[src/rtl/ram_port_pkg.sv]
`timescale 1ns/1ps
package ram_port_pkg;
  typedef enum logic [1:0] {
    RDW_WRITE_FIRST = 2'd0,
    RDW_READ_FIRST  = 2'd1,
    RDW_NO_CHANGE   = 2'd2
  } rdw_mode_e;

  function automatic int lane_width(int word_w, int gran);
    return (gran == 0) ? word_w : gran;
  endfunction
endpackage

[src/rtl/ram_lane_merge.sv]
`timescale 1ns/1ps
module ram_lane_merge #(
  parameter int WORD_W = 32,
  parameter int LANE_W = 8,
  localparam int NLANE = WORD_W / LANE_W
) (
  input  logic [WORD_W-1:0] old_i,
  input  logic [WORD_W-1:0] wdata_i,
  input  logic [NLANE-1:0]  lane_en_i,
  output logic [WORD_W-1:0] merged_o
);
  for (genvar k = 0; k < NLANE; k++) begin : g_lane
    assign merged_o[k*LANE_W +: LANE_W] = lane_en_i[k] ? wdata_i[k*LANE_W +: LANE_W]
                                                      : old_i[k*LANE_W +: LANE_W];
  end
endmodule

[src/rtl/ram_store.sv]
`timescale 1ns/1ps
module ram_store #(
  parameter int WORD_W = 32,
  parameter int DEPTH  = 16,
  parameter logic [DEPTH*WORD_W-1:0] INIT = '0,
  localparam int AW = (DEPTH > 1) ? $clog2(DEPTH) : 1
) (
  input  logic              clk_i,
  input  logic              rst_ni,
  input  logic              wr_i,
  input  logic [AW-1:0]     addr_i,
  input  logic [WORD_W-1:0] wword_i,
  output logic [WORD_W-1:0] rword_o
);
  logic [WORD_W-1:0] mem [DEPTH];

  // power-up contents only; reset leaves the array alone
  initial begin
    for (int i = 0; i < DEPTH; i++) mem[i] = INIT[i*WORD_W +: WORD_W];
  end

  always_ff @(posedge clk_i) begin
    if (wr_i) mem[addr_i] <= wword_i;
  end

  assign rword_o = mem[addr_i];

  a_r1_word_stored: assert property (@(posedge clk_i) disable iff (!rst_ni)
    wr_i |=> mem[$past(addr_i)] == $past(wword_i));
endmodule

[src/rtl/ram_rd_stage.sv]
`timescale 1ns/1ps
module ram_rd_stage
  import ram_port_pkg::*;
#(
  parameter int        WORD_W    = 32,
  parameter bit        COMB_READ = 1'b0,
  parameter bit        HAS_RD_EN = 1'b1,
  parameter rdw_mode_e RDW_MODE  = RDW_WRITE_FIRST
) (
  input  logic              clk_i,
  input  logic              rst_ni,
  input  logic              rd_en_i,
  input  logic              wr_i,
  input  logic [WORD_W-1:0] old_i,
  input  logic [WORD_W-1:0] merged_i,
  output logic [WORD_W-1:0] rdata_o
);
  if (COMB_READ) begin : g_comb
    assign rdata_o = old_i;
  end else begin : g_reg
    logic              rd_ok;
    logic              upd;
    logic [WORD_W-1:0] nxt;
    logic [WORD_W-1:0] q;

    assign rd_ok = HAS_RD_EN ? rd_en_i : 1'b1;

    always_comb begin
      upd = rd_ok;
      nxt = old_i;
      unique case (RDW_MODE)
        RDW_WRITE_FIRST: if (wr_i) nxt = merged_i;
        RDW_READ_FIRST:  nxt = old_i;
        RDW_NO_CHANGE:   if (wr_i) upd = 1'b0;
        default:         nxt = old_i;
      endcase
    end

    always_ff @(posedge clk_i or negedge rst_ni) begin
      if (!rst_ni)  q <= '0;
      else if (upd) q <= nxt;
    end

    assign rdata_o = q;

    if (HAS_RD_EN) begin : g_rd_en_chk
      a_r4_rd_en_hold: assert property (@(posedge clk_i) disable iff (!rst_ni)
        !rd_en_i |=> $stable(rdata_o));
    end

    if (RDW_MODE == RDW_NO_CHANGE) begin : g_nc_chk
      a_r8_no_change: assert property (@(posedge clk_i) disable iff (!rst_ni)
        wr_i |=> $stable(rdata_o));
    end
  end
endmodule

[src/rtl/ram_port.sv]
`timescale 1ns/1ps
module ram_port
  import ram_port_pkg::*;
#(
  parameter int        WORD_W    = 32,
  parameter int        DEPTH     = 16,
  parameter int        WR_GRAN   = 8,
  parameter bit        WRITABLE  = 1'b1,
  parameter bit        COMB_READ = 1'b0,
  parameter bit        HAS_RD_EN = 1'b1,
  parameter rdw_mode_e RDW_MODE  = RDW_WRITE_FIRST,
  parameter logic [DEPTH*WORD_W-1:0] INIT = '0,
  localparam int AW     = (DEPTH > 1) ? $clog2(DEPTH) : 1,
  localparam int LANE_W = lane_width(WORD_W, WR_GRAN),
  localparam int WE_W   = WORD_W / LANE_W
) (
  input  logic              clk_i,
  input  logic              rst_ni,
  input  logic [AW-1:0]     addr_i,
  input  logic [WE_W-1:0]   wr_en_i,
  input  logic [WORD_W-1:0] wdata_i,
  input  logic              rd_en_i,
  output logic [WORD_W-1:0] rdata_o
);
  logic [WE_W-1:0]   lane_en;
  logic              wr;
  logic [WORD_W-1:0] old_word;
  logic [WORD_W-1:0] merged;

  assign lane_en = WRITABLE ? wr_en_i : '0;
  assign wr      = |lane_en;

  ram_lane_merge #(.WORD_W(WORD_W), .LANE_W(LANE_W)) u_merge (
    .old_i     (old_word),
    .wdata_i   (wdata_i),
    .lane_en_i (lane_en),
    .merged_o  (merged)
  );

  ram_store #(.WORD_W(WORD_W), .DEPTH(DEPTH), .INIT(INIT)) u_store (
    .clk_i   (clk_i),
    .rst_ni  (rst_ni),
    .wr_i    (wr),
    .addr_i  (addr_i),
    .wword_i (merged),
    .rword_o (old_word)
  );

  ram_rd_stage #(
    .WORD_W(WORD_W), .COMB_READ(COMB_READ), .HAS_RD_EN(HAS_RD_EN), .RDW_MODE(RDW_MODE)
  ) u_rd (
    .clk_i    (clk_i),
    .rst_ni   (rst_ni),
    .rd_en_i  (rd_en_i),
    .wr_i     (wr),
    .old_i    (old_word),
    .merged_i (merged),
    .rdata_o  (rdata_o)
  );

  if (!COMB_READ) begin : g_reg_chk
    logic rd_ok;
    assign rd_ok = HAS_RD_EN ? rd_en_i : 1'b1;

    if (WRITABLE && RDW_MODE == RDW_WRITE_FIRST) begin : g_wf
      a_r6_write_first: assert property (@(posedge clk_i) disable iff (!rst_ni)
        (rd_ok && (&wr_en_i)) |=> rdata_o == $past(wdata_i));
    end
    if (RDW_MODE == RDW_READ_FIRST) begin : g_rf
      a_r7_read_first: assert property (@(posedge clk_i) disable iff (!rst_ni)
        (rd_ok && wr) |=> rdata_o == $past(old_word));
    end
  end else begin : g_comb_chk
    a_r5_comb_after_write: assert property (@(posedge clk_i) disable iff (!rst_ni)
      wr |=> (addr_i != $past(addr_i)) || (rdata_o == $past(merged)));
  end
endmodule

[config.mk]
export PLATFORM = sky130hd
export DESIGN_NAME = ram_port
export DESIGN_NICKNAME = d
export VERILOG_FILES = /design/src/rtl/ram_port_pkg.sv /design/src/rtl/ram_lane_merge.sv /design/src/rtl/ram_store.sv /design/src/rtl/ram_rd_stage.sv /design/src/rtl/ram_port.sv
export SDC_FILE = /design/constraint.sdc
export NUM_CORES = 1
export LEC_CHECK = 0
export BUFFER_PORTS_ARGS = -buffer_cell sky130_fd_sc_hd__buf_2
export CAP_MARGIN = 10
export CORE_MARGIN = 4
export CORE_UTILIZATION = 50
export CTS_CLUSTER_SIZE = 25
export DETAILED_ROUTE_END_ITERATION = 12
export GPL_ROUTABILITY_DRIVEN = 0
export GPL_TIMING_DRIVEN = 0
export PLACE_DENSITY = 0.68
export RECOVER_POWER = 50
export SKIP_CTS_REPAIR_TIMING = 1
export SLEW_MARGIN = 30
export SYNTH_ARGS = -nofsm -noshare
export SYNTH_HDL_FRONTEND = slang
export SYNTH_SLANG_ARGS = --single-unit
[constraint.sdc]
create_clock -name clk_i -period 1.9 [get_ports clk_i]
set_input_delay 0.285 -clock clk_i [delete_from_list [all_inputs] [get_ports clk_i]]
set_output_delay 0.285 -clock clk_i [all_outputs]
set_load 0.01 [all_outputs]
==> flow_metrics.env <==
export IMPL_failing_checks="negative hold slack, negative setup slack"
export IMPL_synth_top_flop_cell="sky130_fd_sc_hd__edfxtp_1"
export IMPL_status="finished, violations left"
export IMPL_layout_cells_most_common_list="sky130_fd_sc_hd__edfxtp_1, sky130_fd_sc_hd__mux4_2, sky130_fd_sc_hd__a22oi_1"
export IMPL_drcViolationCount=0
export IMPL_cellLeakagePower_nw=8.33
export IMPL_slew_violations=0
export IMPL_max_clock_path_buffers=3
export IMPL_timing_critical_path_cells="buf_2 -> buf_4 -> buf_6 -> or3_4 -> nor3_1 -> clkbuf_1 -> buf_2"
export IMPL_path_delay_family="buffers and inverters"
export IMPL_count_of_buffers_from_port_buffering=67
export IMPL_rr_startpoint="u_store.mem[0][31]$_DFFE_PP_"
export IMPL_critical_path_slowest_cell="sky130_fd_sc_hd__or3_4"
export IMPL_critPathMostFrequentCell="sky130_fd_sc_hd__buf_2"
export IMPL_timing_critical_path_required_ns=2.17
export IMPL_clkTransAtPathRegs_ns=0.06
export IMPL_setup_worst_path_end_class="flip-flop"
export IMPL_yosys_warnings=0
export IMPL_total_iterations_of_the_first_detailed_routing_run=5
export IMPL_syn_area_um2=21100
export IMPL_finalInstanceArea_um2=24700
export IMPL_grt_setup_unrepaired="false"
export IMPL_grt_overflow_total=0
export IMPL_worst_pin_slew_ns=1.21
export IMPL_clock_fmax_mhz=521
export IMPL_count_of_maximum_capacitance_violations=0
export IMPL_ffs_latches_synth=544
export IMPL_grt_usage=0.218
export IMPL_yosys_cell_types_count=27
export IMPL_drt_iter0_markers=1134
export IMPL_fin_hold_ws_ns=-0.00227
export IMPL_initial_core_util=0.511
export IMPL_dieHeight_um=213
export IMPL_cts_tree="yes"
export IMPL_min_path_cells=3
export IMPL_layout_commonest_cell="sky130_fd_sc_hd__edfxtp_1"
export IMPL_placeableCoreArea_um2=41200
export IMPL_boundaryPins=75
export IMPL_setup_violations=9
export IMPL_antenna_cells_inserted=0
export IMPL_grt_max_degree=33
export IMPL_worst_slew_margin_rel=0.190
export IMPL_setup_slack_ns=-0.0177
export IMPL_clock_latency_ns=0.59
export IMPL_first_global_vias=10700
export IMPL_rows=74
export IMPL_post_route_cells_drive_above_1_share=0.292
export IMPL_detailroute_via_count=10600
export IMPL_postRouteAntennaNets=0
export IMPL_fin_worst_skew_ns=0.0119
export IMPL_synth_edff_count=512
export IMPL_chipWidth_um=213
export IMPL_numCtsBuffers=53
export IMPL_htree_levels=2
export IMPL_worstPathBufferInverterCount=5
export IMPL_startpoint_type="input pin"
export IMPL_finalSetupTns_ns=-0.0923
export IMPL_detail_route_wl_per_cell_um=28.2
export IMPL_crit_cells=7
export IMPL_reg2reg_slack_ns=0.06
export IMPL_wirelength_mm=48.9
export IMPL_crit_reg2reg_capture="u_store.mem[5][31]$_DFFE_PP_"
export IMPL_gate_count_of_the_mapped_netlist=988
export IMPL_avgSynthCellArea_um2=21.3
export IMPL_timing_final_crit_share=1.01
export IMPL_period_minus_slack_ns=1.92
export IMPL_sequential_fraction_of_the_synthesis_area=0.768
export IMPL_timing_critical_path_slowest_cell_delay_ns=0.42
export IMPL_viasPerCell=6.10
export IMPL_area_delta_synth_final_pct=17.3
export IMPL_asyncSetResetFlopFracSynth=0.0588
export IMPL_clockRootBuffer="sky130_fd_sc_hd__clkbuf_16"
export IMPL_dpl_instance_area_um2=23000
export IMPL_crit_type="input pin to flip-flop"
export IMPL_fin_nets=1206
export IMPL_wire_length_of_the_first_global_routing_pass_mm=71.1
export IMPL_cp_max_fo=10
export IMPL_pwr_dens_nw_per_um2=1050
export IMPL_hold_path_startpoint="wdata_i[6]"
export IMPL_worst_ir_drop_vdd_mv=0.596
export IMPL_overall_die_area_um2=45500
export IMPL_hold_viol_final=1
export IMPL_dp_hpwl_mm=30.4
export IMPL_critPathArrivalTime_ns=2.18
export IMPL_grt_antenna_before_repair=0
export IMPL_synth_nets=1031
export IMPL_hold_path_class="input pin to flip-flop"
export IMPL_sinks_on_the_clock_net=544
export IMPL_min_to="u_rd.rdata_o[6]$_DFFE_PN0P_"
export IMPL_worstRegToRegCells=4
[where the power goes]
group          internal [W]  total [W]  switching [W]  leakage (nW)
sequential           0.0136     0.0137      0.0000998          5.05
combinational      0.000673    0.00183        0.00115          2.43
clock               0.00610     0.0104        0.00429         0.857
total                0.0204     0.0260        0.00554          8.33
[stage by stage]
step | utilization | setup slack, ns | total power (W) | instances
after floorplan | - | -0.487 | 0.0151 | 988
after global placement | 0.539 | -1.56 | 0.0157 | 1587
after detailed placement | 0.559 | -1.01 | 0.0158 | 1625
after CTS | 0.601 | -0.403 | 0.0261 | 1723
after global routing | 0.600 | 0.000910 | 0.0268 | 1738
final | 0.600 | -0.0177 | 0.0260 | 1738
[synthesized netlist by cell type (3+ instances only)]
library cell / instances / area [um2]
sky130_fd_sc_hd__mux4_1: 33 / 867
sky130_fd_sc_hd__mux4_2: 95 / 2140
sky130_fd_sc_hd__clkbuf_1: 20 / 75.1
sky130_fd_sc_hd__nor3_1: 4 / 20.0
sky130_fd_sc_hd__edfxtp_1: 512 / 15400
sky130_fd_sc_hd__buf_4: 6 / 45.0
sky130_fd_sc_hd__dlygate4sd1_1: 5 / 43.8
sky130_fd_sc_hd__a21o_1: 32 / 240
sky130_fd_sc_hd__a31oi_1: 32 / 200
sky130_fd_sc_hd__buf_6: 3 / 33.8
sky130_fd_sc_hd__nor2_1: 46 / 173
sky130_fd_sc_hd__nand2_1: 66 / 248
sky130_fd_sc_hd__dfrtp_1: 32 / 801
sky130_fd_sc_hd__a22oi_1: 64 / 480
sky130_fd_sc_hd__buf_2: 17 / 85.1
sky130_fd_sc_hd__buf_12: 7 / 140
[worst reg2reg max path, cell delays in order (launching register included)]
cell,delay [ns]
sky130_fd_sc_hd__edfxtp_1,0.43
sky130_fd_sc_hd__mux4_2,0.49
sky130_fd_sc_hd__a22oi_1,0.19
sky130_fd_sc_hd__a21o_1,0.20
sky130_fd_sc_hd__nand2_2,0.21
[state kept, by name, indices dropped and copies added (netlist names)]
name / count
u_rd.rdata_o: 32
u_store.mem: 512
[how the worst max path moves through the flow]
stage,endpoint,startpoint,slack [ns]
after floorplan,u_store.mem[0][0]$_DFFE_PP_,addr_i[0],-0.49
after CTS,u_store.mem[14][16]$_DFFE_PP_,addr_i[2],-0.40
final,u_store.mem[0][25]$_DFFE_PP_,addr_i[1],-0.02
after global placement,u_store.mem[0][5]$_DFFE_PP_,addr_i[1],-1.56
after global routing,u_store.mem[9][27]$_DFFE_PP_,u_store.mem[8][27]$_DFFE_PP_,0.0009
after detailed placement,u_store.mem[13][16]$_DFFE_PP_,addr_i[2],-1.01
[metal layers]
metal | wire, um | vias to the layer above | global-route usage
li1 | - | 4512 | -
met1 | 19700 | 5544 | 0.311
met2 | 24500 | 476 | 0.357
met3 | 3630 | 77 | 0.0388
met4 | 1060 | 0 | 0.0521
met5 | 0 | - | 0
[cell families (layout without fill, tap and decap cells)]
kind of cell,after synthesis,after routing,synth area share
multiplexers,128,128,0.143
buffers and inverters,62,280,0.0217
flip-flops,544,544,0.768
AND/OR/NAND/NOR,126,126,0.0239
AO/OA/AOI/OAI,128,128,0.0437
[final cells by class]
cell class / instances / area [um2]
Multi-Input combinational cell: 382 / 4620
Sequential cell: 544 / 16200
Buffer: 62 / 495
Tap cell: 532 / 666
Clock inverter: 24 / 218
Timing Repair Buffer: 120 / 1020
Clock buffer: 74 / 1520
Fill cell: 2874 / 16500
Note: power is estimated with default switching activity, not from simulation.
